==> src/rtl/spi_word_rx_pkg.sv <==
package spi_word_rx_pkg;

    typedef enum logic [1:0] {
        ST_IDLE = 2'd0,
        ST_ADDR = 2'd1,
        ST_DATA = 2'd2,
        ST_SKIP = 2'd3
    } rx_state_e;

endpackage

==> src/rtl/spi_rx_sync.sv <==
// Brings the three serial lines into the system clock domain and flags their edges.
module spi_rx_sync #(
    parameter int STAGES = 2
) (
    input  logic clk,
    input  logic rst_n,
    input  logic sclk_in,
    input  logic cs_n_in,
    input  logic mosi_in,
    output logic sclk_rise,
    output logic sclk_fall,
    output logic cs_fall,
    output logic cs_rise,
    output logic cs_active,
    output logic mosi_s
);

    logic [STAGES-1:0] sclk_chain;
    logic [STAGES-1:0] cs_chain;
    logic [STAGES-1:0] mosi_chain;
    logic              sclk_prev;
    logic              cs_prev;

    always_ff @(posedge clk or negedge rst_n) begin
        if (!rst_n) begin
            sclk_chain <= '0;
            cs_chain   <= '1;
            mosi_chain <= '0;
            sclk_prev  <= 1'b0;
            cs_prev    <= 1'b1;
        end else begin
            sclk_chain <= {sclk_chain[STAGES-2:0], sclk_in};
            cs_chain   <= {cs_chain[STAGES-2:0], cs_n_in};
            mosi_chain <= {mosi_chain[STAGES-2:0], mosi_in};
            sclk_prev  <= sclk_chain[STAGES-1];
            cs_prev    <= cs_chain[STAGES-1];
        end
    end

    always_comb begin
        sclk_rise = sclk_chain[STAGES-1] & ~sclk_prev;
        sclk_fall = ~sclk_chain[STAGES-1] & sclk_prev;
        cs_fall   = ~cs_chain[STAGES-1] & cs_prev;
        cs_rise   = cs_chain[STAGES-1] & ~cs_prev;
        cs_active = ~cs_chain[STAGES-1];
        mosi_s    = mosi_chain[STAGES-1];
    end

endmodule

==> src/rtl/spi_rx_shifter.sv <==
// Collects bits MSB first on sample strobes and commits a byte on the close strobe after the last bit.
module spi_rx_shifter #(
    parameter int BYTE_BITS = 8
) (
    input  logic                 clk,
    input  logic                 rst_n,
    input  logic                 clear,
    input  logic                 sample,
    input  logic                 close,
    input  logic                 bit_in,
    output logic                 byte_done,
    output logic [BYTE_BITS-1:0] byte_val
);

    localparam int CNT_W = $clog2(BYTE_BITS + 1);
    localparam logic [CNT_W-1:0] FULL = CNT_W'(BYTE_BITS);

    logic [CNT_W-1:0]     bit_cnt;
    logic [BYTE_BITS-1:0] shreg;

    always_ff @(posedge clk or negedge rst_n) begin
        if (!rst_n) begin
            bit_cnt   <= '0;
            shreg     <= '0;
            byte_done <= 1'b0;
            byte_val  <= '0;
        end else begin
            byte_done <= 1'b0;
            if (clear) begin
                bit_cnt <= '0;
            end else if (sample && bit_cnt < FULL) begin
                shreg   <= {shreg[BYTE_BITS-2:0], bit_in};
                bit_cnt <= bit_cnt + 1'b1;
            end else if (close && bit_cnt == FULL) begin
                byte_done <= 1'b1;
                byte_val  <= shreg;
                bit_cnt   <= '0;
            end
        end
    end

endmodule

==> src/rtl/spi_rx_word.sv <==
// Packs committed bytes into words and holds each word until it is accepted.
module spi_rx_word #(
    parameter int BYTE_BITS  = 8,
    parameter int WORD_BYTES = 4
) (
    input  logic                            clk,
    input  logic                            rst_n,
    input  logic                            flush,
    input  logic                            byte_take,
    input  logic [BYTE_BITS-1:0]            byte_val,
    input  logic                            accept,
    output logic [WORD_BYTES*BYTE_BITS-1:0] word_data,
    output logic                            word_valid
);

    localparam int W     = WORD_BYTES * BYTE_BITS;
    localparam int ACC_W = W - BYTE_BITS;
    localparam int IDX_W = (WORD_BYTES > 1) ? $clog2(WORD_BYTES) : 1;
    localparam logic [IDX_W-1:0] LAST = IDX_W'(WORD_BYTES - 1);

    logic [IDX_W-1:0] idx;
    logic [ACC_W-1:0] accum;
    logic [ACC_W-1:0] accum_next;

    generate
        if (WORD_BYTES > 2) begin : g_deep
            assign accum_next = {accum[ACC_W-BYTE_BITS-1:0], byte_val};
        end else begin : g_shallow
            assign accum_next = byte_val;
        end
    endgenerate

    always_ff @(posedge clk or negedge rst_n) begin
        if (!rst_n) begin
            idx        <= '0;
            accum      <= '0;
            word_data  <= '0;
            word_valid <= 1'b0;
        end else begin
            if (word_valid && accept) begin
                word_valid <= 1'b0;
            end
            if (flush) begin
                idx <= '0;
            end else if (byte_take) begin
                if (idx == LAST) begin
                    word_data  <= {accum, byte_val};
                    word_valid <= 1'b1;
                    idx        <= '0;
                end else begin
                    accum <= accum_next;
                    idx   <= idx + 1'b1;
                end
            end
        end
    end

endmodule

==> src/rtl/spi_word_rx.sv <==
// Serial write-word receiver: selection control FSM over the sync, shifter and word stages.
module spi_word_rx
    import spi_word_rx_pkg::*;
#(
    parameter int                   SYNC_STAGES = 2,
    parameter int                   BYTE_BITS   = 8,
    parameter int                   WORD_BYTES  = 4,
    parameter logic [BYTE_BITS-2:0] DEV_ADDR    = 7'h40
) (
    input  logic                            clk,
    input  logic                            rst_n,
    input  logic                            spi_sclk,
    input  logic                            spi_cs_n,
    input  logic                            spi_mosi,
    input  logic                            word_accept,
    output logic [WORD_BYTES*BYTE_BITS-1:0] word_data,
    output logic                            word_valid,
    output logic                            ready
);

    localparam logic [BYTE_BITS-1:0] WRITE_KEY = {DEV_ADDR, 1'b0};

    rx_state_e            state;
    rx_state_e            state_nx;
    logic                 sclk_rise;
    logic                 sclk_fall;
    logic                 cs_fall;
    logic                 cs_rise;
    logic                 cs_active;
    logic                 mosi_s;
    logic                 byte_done;
    logic [BYTE_BITS-1:0] byte_val;
    logic                 data_take;
    logic                 edge_clear;

    assign edge_clear = cs_fall | cs_rise;

    spi_rx_sync #(.STAGES(SYNC_STAGES)) u_sync (
        .clk       (clk),
        .rst_n     (rst_n),
        .sclk_in   (spi_sclk),
        .cs_n_in   (spi_cs_n),
        .mosi_in   (spi_mosi),
        .sclk_rise (sclk_rise),
        .sclk_fall (sclk_fall),
        .cs_fall   (cs_fall),
        .cs_rise   (cs_rise),
        .cs_active (cs_active),
        .mosi_s    (mosi_s)
    );

    spi_rx_shifter #(.BYTE_BITS(BYTE_BITS)) u_shift (
        .clk       (clk),
        .rst_n     (rst_n),
        .clear     (edge_clear),
        .sample    (sclk_rise & cs_active),
        .close     (sclk_fall & cs_active),
        .bit_in    (mosi_s),
        .byte_done (byte_done),
        .byte_val  (byte_val)
    );

    spi_rx_word #(.BYTE_BITS(BYTE_BITS), .WORD_BYTES(WORD_BYTES)) u_word (
        .clk        (clk),
        .rst_n      (rst_n),
        .flush      (edge_clear),
        .byte_take  (data_take),
        .byte_val   (byte_val),
        .accept     (word_accept),
        .word_data  (word_data),
        .word_valid (word_valid)
    );

    // state register
    always_ff @(posedge clk or negedge rst_n) begin
        if (!rst_n) begin
            state <= ST_IDLE;
        end else begin
            state <= state_nx;
        end
    end

    // next state
    always_comb begin
        state_nx = state;
        unique case (state)
            ST_IDLE: if (cs_fall) state_nx = ST_ADDR;
            ST_ADDR: begin
                if (cs_rise) begin
                    state_nx = ST_IDLE;
                end else if (byte_done) begin
                    state_nx = (byte_val == WRITE_KEY) ? ST_DATA : ST_SKIP;
                end
            end
            ST_DATA: if (cs_rise) state_nx = ST_IDLE;
            ST_SKIP: if (cs_rise) state_nx = ST_IDLE;
            default: state_nx = ST_IDLE;
        endcase
    end

    // outputs
    always_comb begin
        data_take = byte_done && (state == ST_DATA) && !cs_rise;
        ready     = !word_valid;
    end

endmodule

==> config.mk <==
export PLATFORM = sky130hd
export DESIGN_NAME = spi_word_rx
export DESIGN_NICKNAME = d
export VERILOG_FILES = /design/src/rtl/spi_word_rx_pkg.sv /design/src/rtl/spi_rx_sync.sv /design/src/rtl/spi_rx_shifter.sv /design/src/rtl/spi_rx_word.sv /design/src/rtl/spi_word_rx.sv
export SDC_FILE = /design/constraint.sdc
export NUM_CORES = 1
export LEC_CHECK = 0
export BUFFER_PORTS_ARGS = -buffer_cell sky130_fd_sc_hd__buf_2
export CAP_MARGIN = 40
export CORE_MARGIN = 2
export CORE_UTILIZATION = 46
export DETAILED_ROUTE_END_ITERATION = 10
export GPL_TIMING_DRIVEN = 0
export MAX_ROUTING_LAYER = met4
export PLACE_DENSITY = 0.7
export SYNTH_ARGS = -nofsm -noshare
export SYNTH_HDL_FRONTEND = slang
export SYNTH_HIERARCHICAL = 1
export SYNTH_SLANG_ARGS = --single-unit
==> constraint.sdc <==
create_clock -name clk -period 2.44 [get_ports clk]
set_clock_uncertainty 0.05 [all_clocks]
set_input_delay 0.244 -clock clk [delete_from_list [all_inputs] [get_ports clk]]
set_output_delay 0.244 -clock clk [all_outputs]
set_load 0.005 [all_outputs]
Word-level counts from Yosys, hierarchy flattened:

Cells that the tools add are included.
W data, S select, Z words.

* flip-flop bits (word level): 90
* bits in latches: 0
* bits in writable memories: 0
* memory bits (read-only): 0
* bits of input ports: 6
* word-level logic and storage cells: 75
* memories kept: 0

* $add $sub $neg: 2
* multiply operators: 0
* divide/modulo/power cells: 0
* $lt $le $gt $ge: 1
* equal/unequal tests: 9
* shifts and indexed selects: 0
* mux-type cells: 19
* bitwise logic cells: 14
* reduce and logical (&&, ||, !) cells: 16

Operator list (number)
* $mux W2: 7
* $mux W4: 3
* $reduce_and A3 Y1: 4
* $eq A8 B8 Y1 const B: 1
* $mux W1: 8
* $not A1 Y1: 7
* $and A1 B1 Y1: 6
* $eq A2 B2 Y1 const B: 3
* $pmux W2 S3: 1
* $logic_and A1 B1 Y1: 5
* $add A4 B1 Y4 const B: 1
* $eq A4 B4 Y1 const B: 1
* $lt A4 B4 Y1 const B: 1
* $ne A3 B2 Y1 const B: 1
* $reduce_bool A3 Y1: 1
* $add A2 B1 Y2 const B: 1
* $eq A2 B1 Y1 const B: 1
* $logic_not A1 Y1: 2
* $logic_not A2 Y1: 1
* $ne A2 B1 Y1 const B: 1
* $ne A2 B2 Y1 const B: 1
* $reduce_and A2 Y1: 1
* $reduce_bool A2 Y1: 1
* $reduce_or A2 Y1: 1
* $or A1 B1 Y1: 1

Depth between registers and ports, before layout:

Gate-level depths: netlist of the first run.

* word-level depth: 7
* mapped depth: 6
* gate-level depth less buffers: 5

By module:

Netlist of the first run, hierarchy kept.

By module, submodules not included
* spi_rx_word: times used 1, cells an instance 130, area an instance 2248.4 µm²
* spi_rx_shifter: times used 1, cells an instance 60, area an instance 918.4 µm²
* spi_rx_sync: times used 1, cells an instance 13, area an instance 237.7 µm²
* spi_word_rx: times used 1, cells an instance 16, area an instance 137.6 µm²

Worst setup path before layout of the first run:

Ideal clock, no wire load.

* kind: register to register
* from: register u_sync.cs_prev
* to: register u_word.accum[10]
* library setup time: 125 ps
* arrival: 2089 ps
* required time: 2265 ps
* slack: 177 ps
* cell stages (with the launch flop): 6
* path buffers: 1
* path through: dfstp_2 nor2b_1 nor4bb_1 nor3b_4 buf_6 mux2_2

* longest elaborated chain between the ends: 5
* elaborated cells between the ends (all ways): 8
* classes of those cells: bitwise: 5; reduce/logical: 3

RTL lines
* start: declaration: line spi_rx_sync.sv:22 `logic cs_prev;`
* start signal: assignment: line spi_rx_sync.sv:36 `cs_prev <= cs_chain[STAGES-1];`
* $not A1 Y1: line spi_rx_sync.sv:44 `cs_rise = cs_chain[STAGES-1] & ~cs_prev;`
* $and A1 B1 Y1: line spi_rx_sync.sv:44
* via cs_rise: line spi_word_rx.sv:28 `logic cs_rise;`
* $logic_not A1 Y1: line spi_word_rx.sv:103 `data_take = byte_done && (state == ST_DATA) && !cs_rise;`
* $logic_and A1 B1 Y1: line spi_word_rx.sv:103
* via data_take: line spi_word_rx.sv:33 `logic data_take;`
* $reduce_and A3 Y1 (no line)
* end signal: assignment: line spi_rx_word.sv:51 `accum <= accum_next;`
* end: declaration: line spi_rx_word.sv:22 `logic [ACC_W-1:0] accum;`

The timed path passes the listed nets, and every way through them passes these cells.
A chain may end at the register's enable or synchronous reset.

Worst setup path after layout of the first run:

* from: register u_sync.cs_chain[1]
* to: register u_word.word_data[12]

* elaborated cells between the ends (all ways): 8
* classes of those cells: bitwise: 5; reduce/logical: 3

RTL lines
* start: declaration: line spi_rx_sync.sv:19 `logic [STAGES-1:0] cs_chain;`
* start signal: assignment: line spi_rx_sync.sv:33 `cs_chain <= {cs_chain[STAGES-2:0], cs_n_in};`
* $and A1 B1 Y1: line spi_rx_sync.sv:44
* via cs_rise: line spi_word_rx.sv:28
* $or A1 B1 Y1: line spi_word_rx.sv:36 `assign edge_clear = cs_fall | cs_rise;`
* via edge_clear: line spi_word_rx.sv:34 `logic edge_clear;`
* $not A1 Y1 (no line)
* $reduce_and A3 Y1 (no line)
* end signal: assignment: line spi_rx_word.sv:47 `word_data <= {accum, byte_val};`
* end: declaration: line spi_rx_word.sv:12 `output logic [WORD_BYTES*BYTE_BITS-1:0] word_data,`

The timed path passes the listed nets, and every way through them passes these cells.

==> results of run 1 <==
-- worst max-delay path, cell delays in order, from the launching register on --
cell      delay, ns
dfstp_2        0.56
nor2b_1        0.43
or2_4          0.31
nand3b_2       0.27
buf_6          0.21
mux2_2         0.35
-- through the flow --
step,worst slack [ns],TNS [ns]
detailed placement,-0.108,-1.96
floorplan,0.177,0
finish,0.142,0
CTS,0.0998,0
global placement,-0.0403,-0.673
global route,0.0700,0
-- power by group --
group	leakage [nW]	internal [mW]	switching (mW)
sequential	1.22	1.54	0.0392
combinational	0.842	0.0789	0.0600
clock	0.0838	0.378	0.546
total	2.15	2.00	0.645
-- logic make-up after synthesis --
group | after synthesis
flops | 90
compound gates | 9
simple gates | 30
buf+inv | 13
xor+xnor | 1
mux | 73
fa+ha+maj | 3
-- layout make-up --
| cell class | count | share of cell area (%) |
|---|---|---|
| tap | 99 | 3.00 |
| clock buffer | 9 | 3.00 |
| inverter | 6 | 0.545 |
| buffer | 7 | 1.91 |
| multi-input combinational | 116 | 29.1 |
| clock inverter | 6 | 1.27 |
| sequential | 90 | 54.6 |
| timing repair buffer | 45 | 6.66 |
-- what timing repair did --
action,CTS,global route
setup endpoints to repair,20,15
gates resized for setup,2,1
cloned,0,0
hold buffers,5,0
hold endpoints to repair,40,0
-- final timing paths --
kind / from / cells after the start / to / slack (ns)
min reg2reg: u_sync/sclk_chain[0] / 0 / u_sync/sclk_chain[1] / 0.30
max: u_sync/cs_chain[1] / 5 / u_word/word_data[12] / 0.14
min: u_sync/sclk_chain[0] / 0 / u_sync/sclk_chain[1] / 0.30
max reg2reg: u_sync/cs_chain[1] / 5 / u_word/word_data[12] / 0.14
min in group asynchronous: rst_n / 2 / u_word/word_data[21] / 0.34
max in group asynchronous: rst_n / 3 / u_sync/cs_chain[0] / 1.32
-- layer usage --
metal  GRT usage (%)  wire length, um  vias up
met1            22.2             2890      992
met5               -                0        -
met3            2.79              172        8
li1                -                -      875
met4            7.46               95        0
met2            21.3             2640       33
-- state kept, by name, summed over array words and instances (netlist names), 2 cells and up --
name and flops:
u_word/word_data 32, u_word/accum 24, u_shift/byte_val 8, u_shift/shreg 8, u_shift/bit_cnt 4, state 2
u_sync/cs_chain 2, u_sync/mosi_chain 2, u_sync/sclk_chain 2, u_word/idx 2
-- cells in the mapped netlist (2+ instances only) --
cell	number	area share [%]
dfrtp_1	87	61
mux2_2	63	20
mux2_4	8	3.4
buf_6	7	2.2
inv_1	6	0.64
a21oi_1	5	0.71
nor2_1	5	0.53
dfstp_2	3	2.2
ha_1	3	1.1
and2_1	2	0.35
and2b_2	2	0.49
nor2b_1	2	0.35
nor3_1	2	0.28
==> metrics.yaml, run 1 <==
worst_setup_path:
  crit_required_ns: 2.63
  critPathKind: "reg -> reg"
  crit_path_max_fanout: 10
  cp-start-kind: "flop"
  worst_setup_path_end_kind: "flop"
  arrival_ns: 2.49
clock_network:
  clk_pin_slew_ns: 0.09
  cts_root_buffer: "clkbuf_8"
  cts_made_buffers: 9
  clock_path_buffers: 2
  cts_sinks: 90
  cts_tree: "yes"
  clk_latency_ns: 0.35
  post_cts_buffers: 0
  h-tree-depth: 3
final_layout:
  fin_area_sq_um: 4140
  utilization_pct: 56.1
  areaGrowthSynthToFinish_pct: 16.7
  fin_nets: 284
  seqCellArea_sq_um: 2260
  final_cell_mix: "dfrtp_1 (87), mux2_2 (63), buf_2 (38), clkbuf_8 (9), mux2_4 (8)"
  drive_above_1_share_pct: 52.7
  fin_cells: 378
  final_common_cell: "dfrtp_1"
  multi_input_area_sq_um: 1200
  fillCellCount: 599
  diodes: 0
global_routing:
  grt_pass1_wl_um: 9800
  overflow: 0
  antenna_found_initial: 0
  grt_max_degree: 55
  grt_pass1_vias: 1937
  grtUsageTotal_pct: 15.4
synthesis:
  synthMuxAreaShare_pct: 24.0
  synth-adder-area-share_pct: 1.06
  ys.flop_type: "dfrtp_1"
  synth_top_family_by_area: "multiplexers"
  synth_compound_area_share_pct: 1.52
  synth_xor_area_share_pct: 0.247
  avgSynthCellArea_sq_um: 16.2
  synth-simple-area-share_pct: 6.61
  syn-num-nets: 228
  ys_seq_area_share_pct: 63.7
  syn_area_sq_um: 3540
  synth_warnings: 6
  ys_ff_latch: 90
  synth_edf_count: 0
  synth_async_sr_flop_share_pct: 100
  ys_types: 37
  syn_inst: 219
sta:
  holdWs_ns: 0.297
  worst_pin_slew_ns: 0.497
  rsz0062_at_grt: "false"
  fin_crit_ns: 2.30
  slew_headroom_pct: 66.8
  setup_viol: 0
  fmax_mhz: 435
  fin_crit_sh_pct: 94.2
  maxSlewViolCount: 0
  hold_viol: 0
die:
  core_sq_um: 7370
  die_h_um: 91.8
  io_pins: 40
  fp.dieW_um: 91.8
  die_area_sq_um: 8420
  start_util_pct: 48.1
  num_rows: 31
detailed_routing:
  num_vias: 1908
  wl_per_cell_um: 15.3
  first_pass_iters: 4
  viasPerCell: 5.05
  drtAntennaViolNets: 0
  route.detailed.drc: 0
  drt_wl_total_um: 5800
  first_iter_violations: 74
flow_run:
  drv_cap: 0
power_and_ir_drop:
  ir_worst_vdd_mv: 0.396
  pwr_density_cell_nw_per_um2: 639
  power_mw: 2.64
  p_leak_nw: 2.15
placement:
  place_area_sq_um: 3890
  globalplace.congestion: 0.744
  place.port_buffers: 39
  dpl.hpwl_um: 3850
  dp_cells: 358
status:
  outcome: "finished clean"
min_path:
  hold_class: "reg -> reg"
(Power assumes the default switching activity.)
==> inputs of run 2 (changes only) <==
--- a/config.mk
+++ b/config.mk
@@ -12,7 +12,7 @@
 export DETAILED_ROUTE_END_ITERATION = 10
 export GPL_TIMING_DRIVEN = 0
 export MAX_ROUTING_LAYER = met4
-export PLACE_DENSITY = 0.7
+export PLACE_DENSITY_LB_ADDON = 0.1
 export SYNTH_ARGS = -nofsm -noshare
 export SYNTH_HDL_FRONTEND = slang
 export SYNTH_HIERARCHICAL = 1
==> constraint.sdc (replaced) <==
create_clock -name clk -period 2.9 [get_ports clk]
set_clock_uncertainty 0.05 [all_clocks]
set_input_delay 0.29 -clock clk [delete_from_list [all_inputs] [get_ports clk]]
set_output_delay 0.29 -clock clk [all_outputs]
set_load 0.005 [all_outputs]
==> run 2 against run 1 <==
  * Flip-flop and latch count is the same
  * Global-route usage grew 0.68 points
  * Critical path depth is the same
  * First-iteration DRC count grew 39%
  * Critical path type unchanged
==> metrics.yaml, run 2 (synthesis results as in run 1) <==
worst_setup_path:
  r2r_cells: 5  # unchanged
  crit_family: "simple AND/OR/NAND/NOR gates"  # unchanged
  crit_buf_inv: 1  # unchanged
  crit_required_ns: 3.08  # was 2.63 ns
  arrival_ns: 2.73  # was 2.49 ns
  crit_path_max_fanout: 10  # unchanged
  cpPeakStageDelay_ns: 0.72  # was 0.56 ns
  critPathKind: "reg -> reg"  # unchanged
  path_cells: "nor2b_1 > nor4bb_1 > nor3b_4 > buf_6 > mux2_2"  # was nor2b_1 > or2_4 > nand3b_2 > buf_6 > mux2_2
  rrSetupSlack_ns: 0.34  # was 0.14 ns
  startpoint: "u_sync/cs_prev"  # was u_sync/cs_chain[1]
  cp-start-kind: "flop"  # unchanged
  worst_setup_path_end_kind: "flop"  # unchanged
  regToRegStartpoint: "u_sync/cs_prev"  # was u_sync/cs_chain[1]
  critPathSlowestCell: "nor4bb_1"  # was dfstp_2
  r2r-end: "u_word/accum[12]"  # was u_word/word_data[12]
sta:
  fmax_mhz: 391  # was 435 MHz
  maxSlewViolCount: 0  # unchanged
  worst_pin_slew_ns: 0.811  # was 0.497 ns
  tns_ns: 0  # unchanged
  fin_crit_sh_pct: 88.2  # was 94.2%
  rsz0062_at_grt: "false"  # unchanged
  slew_headroom_pct: 45.2  # was 66.8%
  hold_viol: 0  # unchanged
  setup_viol: 0  # unchanged
  fin_crit_ns: 2.56  # was 2.30 ns
final_layout:
  largest-register: "u_word/word_data"  # unchanged
  diodes: 0  # unchanged
  largest_reg_flops: 32  # unchanged
  areaGrowthSynthToFinish_pct: 15.5  # was 16.7%
  final_cell_mix: "dfrtp_1 (87), mux2_2 (63), buf_2 (38), clkbuf_8 (10), mux2_4 (8)"  # was dfrtp_1 (87), mux2_2 (63), buf_2 (38), clkbuf_8 (9), mux2_4 (8)
  drive_above_1_share_pct: 51.6  # was 52.7%
  final_common_cell: "dfrtp_1"  # unchanged
  fin_area_sq_um: 4090  # was 4140 sq um
  fin_nets: 283  # was 284
  top_regs: "u_word/word_data (32), u_word/accum (24)"  # unchanged
status:
  outcome: "finished clean"  # unchanged
clock_network:
  clk_pin_slew_ns: 0.08  # was 0.09 ns
  cts_root_buffer: "clkbuf_8"  # unchanged
  post_cts_buffers: 0  # unchanged
  h-tree-depth: 3  # unchanged
  clk_latency_ns: 0.34  # was 0.35 ns
  clock_path_buffers: 2  # unchanged
  cts_tree: "yes"  # unchanged
  cts_sinks: 90  # unchanged
  cts_made_buffers: 9  # unchanged
detailed_routing:
  first_pass_iters: 4  # unchanged
  num_vias: 1897  # was 1908
  route.detailed.drc: 0  # unchanged
  first_iter_violations: 103  # was 74
  wl_per_cell_um: 15.1  # was 15.3 um
  viasPerCell: 5.05  # about the same
  drtAntennaViolNets: 0  # unchanged
  drt_wl_total_um: 5680  # was 5800 um
die:
  num_rows: 31  # unchanged
  fp.dieW_um: 91.8  # unchanged
  io_pins: 40  # unchanged
  die_area_sq_um: 8420  # unchanged
  start_util_pct: 48.1  # unchanged
  die_h_um: 91.8  # unchanged
  core_sq_um: 7370  # unchanged
global_routing:
  overflow: 0  # unchanged
  grtUsageTotal_pct: 16.1  # was 15.4%
  grt_max_degree: 65  # was 55
  grt_pass1_vias: 2008  # was 1937
  grt_pass1_wl_um: 10200  # was 9800 um
  antenna_found_initial: 0  # unchanged
flow_run:
  drv_cap: 0  # unchanged
power_and_ir_drop:
  pwr_density_cell_nw_per_um2: 526  # was 639 nW/um^2
  power_mw: 2.15  # was 2.64 mW
  ir_worst_vdd_mv: 0.362  # was 0.396 mV
  p_leak_nw: 2.13  # was 2.15 nW
min_path:
  worstHoldStart: "word_accept"  # was u_sync/sclk_chain[0]
  hold_class: "in -> reg"  # was reg -> reg
  whs_path_depth: 2  # was 0
  worstHoldEndpoint: "u_word/word_valid"  # was u_sync/sclk_chain[1]
placement:
  globalplace.congestion: 0.679  # was 0.744
  dpl.hpwl_um: 3850  # about the same
  place_area_sq_um: 3890  # unchanged
  place.port_buffers: 39  # unchanged
==> run 2: report_power, final <==
group	leakage, nW	internal (mW)	switching [mW]
registers	1.22	1.30	0.0315
logic	0.830	0.0644	0.0474
clock network	0.0810	0.323	0.391
==> run 2: layer usage <==
layer,up-vias,global-route usage [%],routed length [um]
met5,-,-,0
met1,972,22.5,2800
met2,39,22.8,2570
met4,0,8.21,121
met3,11,2.79,188
li1,875,-,-
==> run 2: cell type report <==
| cell class | instances | area (sq um) |
|---|---|---|
| well taps | 99 | 124 |
| fillers | 629 | 3280 |
| inverters | 6 | 22.5 |
| repair buffers | 44 | 265 |
| clock inverters | 3 | 17.5 |
| flip-flops and latches | 90 | 2260 |
| multi-input cells | 116 | 1180 |
| clock buffers | 11 | 141 |
| plain buffers | 7 | 78.8 |
==> run 2: worst max path at each step <==
stage	to	depth (start not counted)	slack (ns)
2_1_floorplan	u_word/accum[10]	5	0.64
3_3_place_gp	u_word/accum[13]	5	0.36
3_5_place_dp	u_word/accum[19]	5	0.36
4_1_cts	u_word/accum[19]	5	0.35
5_1_grt	u_word/accum[4]	5	0.12
6_report	u_word/accum[12]	5	0.34
==> run 2: timing repair <==
action	in CTS	in global routing
hold endpoints to repair	27	0
resized for setup	0	0
hold buffers	4	0
==> run 2: per-stage QoR <==
stage	util, %	instances	setup WS, ns	hold WS [ns]
detailed placement	52.8	358	0.358	0.185
CTS	55.5	376	0.350	0.0514
finish	55.5	376	0.343	0.0719
floorplan	-	219	0.637	-0.0556
global placement	52.4	357	0.360	0.282
global route	55.5	376	0.122	0.0801
==> inputs of run 3 (changes only) <==
==> constraint.sdc (replaced) <==
create_clock -name clk -period 2.15 [get_ports clk]
set_clock_uncertainty 0.05 [all_clocks]
set_input_delay 0.215 -clock clk [delete_from_list [all_inputs] [get_ports clk]]
set_output_delay 0.215 -clock clk [all_outputs]
set_load 0.005 [all_outputs]
==> run 3 against run 2 <==
  * Die area is the same
  * Via count is essentially flat
  * First-iteration DRC count shrank 39%
  * Combinational power grew 38%
  * Register-to-register slack lost 0.20 ns
  * Flip-flop and latch count is the same
  * Sequential share of layout area shrank 2.0 points
  * Count of clock-buffer cells in the layout grew 1
  * Wire length grew 0.44%
  * Non-clock buffer count grew 4
  * Largest power group unchanged
==> metrics.yaml, run 3 (synthesis results as in run 1) <==
final_layout:
  drive_above_1_share_pct: 53.4  # was 51.6%
  largest-register: "u_word/word_data"  # unchanged
  largest_reg_flops: 32  # unchanged
  diodes: 0  # unchanged
  fillCellCount: 634  # was 629
  final_common_cell: "dfrtp_1"  # unchanged
  final_cell_mix: "dfrtp_1 (87), mux2_2 (63), buf_2 (38), clkbuf_8 (11), mux2_4 (8)"  # was dfrtp_1 (87), mux2_2 (63), buf_2 (38), clkbuf_8 (10), mux2_4 (8)
  fin_nets: 287  # was 283
  areaGrowthSynthToFinish_pct: 19.7  # was 15.5%
  top_regs: "u_word/word_data (32), u_word/accum (24)"  # unchanged
flow_run:
  drv_cap: 0  # unchanged
worst_setup_path:
  path_cells: "nor2b_4 > nor4bb_4 > nor3b_4 > buf_6 > mux2_2"  # was nor2b_1 > nor4bb_1 > nor3b_4 > buf_6 > mux2_2
  arrival_ns: 2.19  # was 2.73 ns
  crit_path_max_fanout: 10  # unchanged
  regToRegStartpoint: "u_sync/cs_prev"  # unchanged
  cp-start-kind: "flop"  # unchanged
  r2r_cells: 5  # unchanged
  worst_setup_path_end_kind: "flop"  # unchanged
  crit_cells: 5  # unchanged
  critPathKind: "reg -> reg"  # unchanged
  rrSetupSlack_ns: 0.15  # was 0.34 ns
  startpoint: "u_sync/cs_prev"  # unchanged
  cpPeakStageDelay_ns: 0.56  # was 0.72 ns
  critPathSlowestCell: "dfstp_2"  # was nor4bb_1
  r2r-end: "u_word/accum[19]"  # was u_word/accum[12]
  crit_family: "simple AND/OR/NAND/NOR gates"  # unchanged
  crit_end: "u_word/accum[19]"  # was u_word/accum[12]
  crit_buf_inv: 1  # unchanged
  crit_required_ns: 2.34  # was 3.08 ns
sta:
  hold_viol: 0  # unchanged
  setup_viol: 0  # unchanged
  slew_headroom_pct: 64.7  # was 45.2%
  fmax_mhz: 499  # was 391 MHz
  fin_ws_ns: 0.146  # was 0.343 ns
  worst_pin_slew_ns: 0.530  # was 0.811 ns
  fin_crit_sh_pct: 93.2  # was 88.2%
  fin_crit_ns: 2.00  # was 2.56 ns
  maxSlewViolCount: 0  # unchanged
  rsz0062_at_grt: "false"  # unchanged
power_and_ir_drop:
  power_mw: 3.35  # was 2.15 mW
  pwr_density_cell_nw_per_um2: 790  # was 526 nW/um^2
  ir_worst_vdd_mv: 0.409  # was 0.362 mV
  p_leak_nw: 2.21  # was 2.13 nW
placement:
  globalplace.congestion: 0.755  # was 0.679
  dp_slack_ns: -0.240  # was 0.358 ns
  place.port_buffers: 39  # unchanged
  dpl.hpwl_um: 3810  # was 3850 um
die:
  io_pins: 40  # unchanged
  die_area_sq_um: 8420  # unchanged
  die_h_um: 91.8  # unchanged
  fp.dieW_um: 91.8  # unchanged
  core_sq_um: 7370  # unchanged
  start_util_pct: 48.1  # unchanged
  num_rows: 31  # unchanged
global_routing:
  antenna_found_initial: 0  # unchanged
  grt_max_degree: 51  # was 65
  overflow: 0  # unchanged
  grt_pass1_wl_um: 9860  # was 10200 um
  grt_pass1_vias: 1951  # was 2008
  grtUsageTotal_pct: 15.7  # was 16.1%
detailed_routing:
  first_pass_iters: 4  # unchanged
  drt_wl_total_um: 5710  # was 5680 um
  viasPerCell: 4.96  # was 5.05
  route.detailed.drc: 0  # unchanged
  first_iter_violations: 63  # was 103
  drtAntennaViolNets: 0  # unchanged
  num_vias: 1896  # was 1897
  wl_per_cell_um: 14.9  # was 15.1 um
clock_network:
  cts_made_buffers: 9  # unchanged
  cts_root_buffer: "clkbuf_8"  # unchanged
  h-tree-depth: 3  # unchanged
  clock_path_buffers: 2  # unchanged
  clk_latency_ns: 0.35  # was 0.34 ns
  clk_pin_slew_ns: 0.08  # about the same
  cts_tree: "yes"  # unchanged
  cts_sinks: 90  # unchanged
status:
  outcome: "finished clean"  # unchanged
min_path:
  hold_class: "reg -> reg"  # was in -> reg
## run 3: area by class of cell
cell class	instances	area, sq um	area share [%]
tap	99	124	2.92
sequential	90	2260	53.2
clock inverter	4	97.6	2.30
clock buffer	12	155	3.66
timing repair buffer	48	298	7.02
inverter	6	22.5	0.531
multi-input combinational	116	1210	28.5
buffer	7	78.8	1.86
## run 3: worst min-delay path by stage
stage,start,end,slack [ns],cells after the start
after floorplan,rst_n,state[0],-0.13,0
final,u_sync/sclk_chain[0],u_sync/sclk_chain[1],0.30,0
after detailed placement,rst_n,u_sync/mosi_chain[0],0.19,1
after global routing,u_sync/sclk_chain[0],u_sync/sclk_chain[1],0.31,0
after CTS,u_sync/mosi_chain[0],u_sync/mosi_chain[1],0.30,0
after global placement,spi_cs_n,u_sync/cs_chain[0],0.27,1
## run 3: routing by layer
layer,global-route usage [%],vias to the layer above,routed length [um]
li1,-,887,-
met1,21.6,975,2800
met2,21.8,26,2620
met3,4.77,8,207
met4,6.72,0,85
met5,-,-,0
## run 3: timing repair
action / 4_1_cts / 5_1_grt
gates cloned: 0 / 0
hold endpoints to repair: 41 / 0
pin swaps: 0 / 1
setup endpoints to repair: 57 / 53
buffers inserted: 1 / 2
hold buffers: 5 / 0
gates resized for setup: 3 / 1
## run 3: power breakdown
part / switching (mW) / leakage, nW / internal [mW] / total [mW]
combinational: 0.0648 / 0.862 / 0.0905 / 0.155
clock: 0.570 / 0.123 / 0.836 / 1.41
sequential: 0.0431 / 1.22 / 1.75 / 1.79
total: 0.678 / 2.21 / 2.67 / 3.35
## run 3: metrics by stage
stage                     hold WS (ns)  std cells  util (%)  TNS (ns)  area, sq um
final                            0.303        382      57.6         0         4240
after global routing             0.311        382      57.6         0         4240
after CTS                        0.305        380      57.3         0         4220
after detailed placement         0.186        358      52.9    -10.76         3900
after global placement           0.271        357      52.5    -11.19         3870
after floorplan                 -0.131        219         -         0         3550
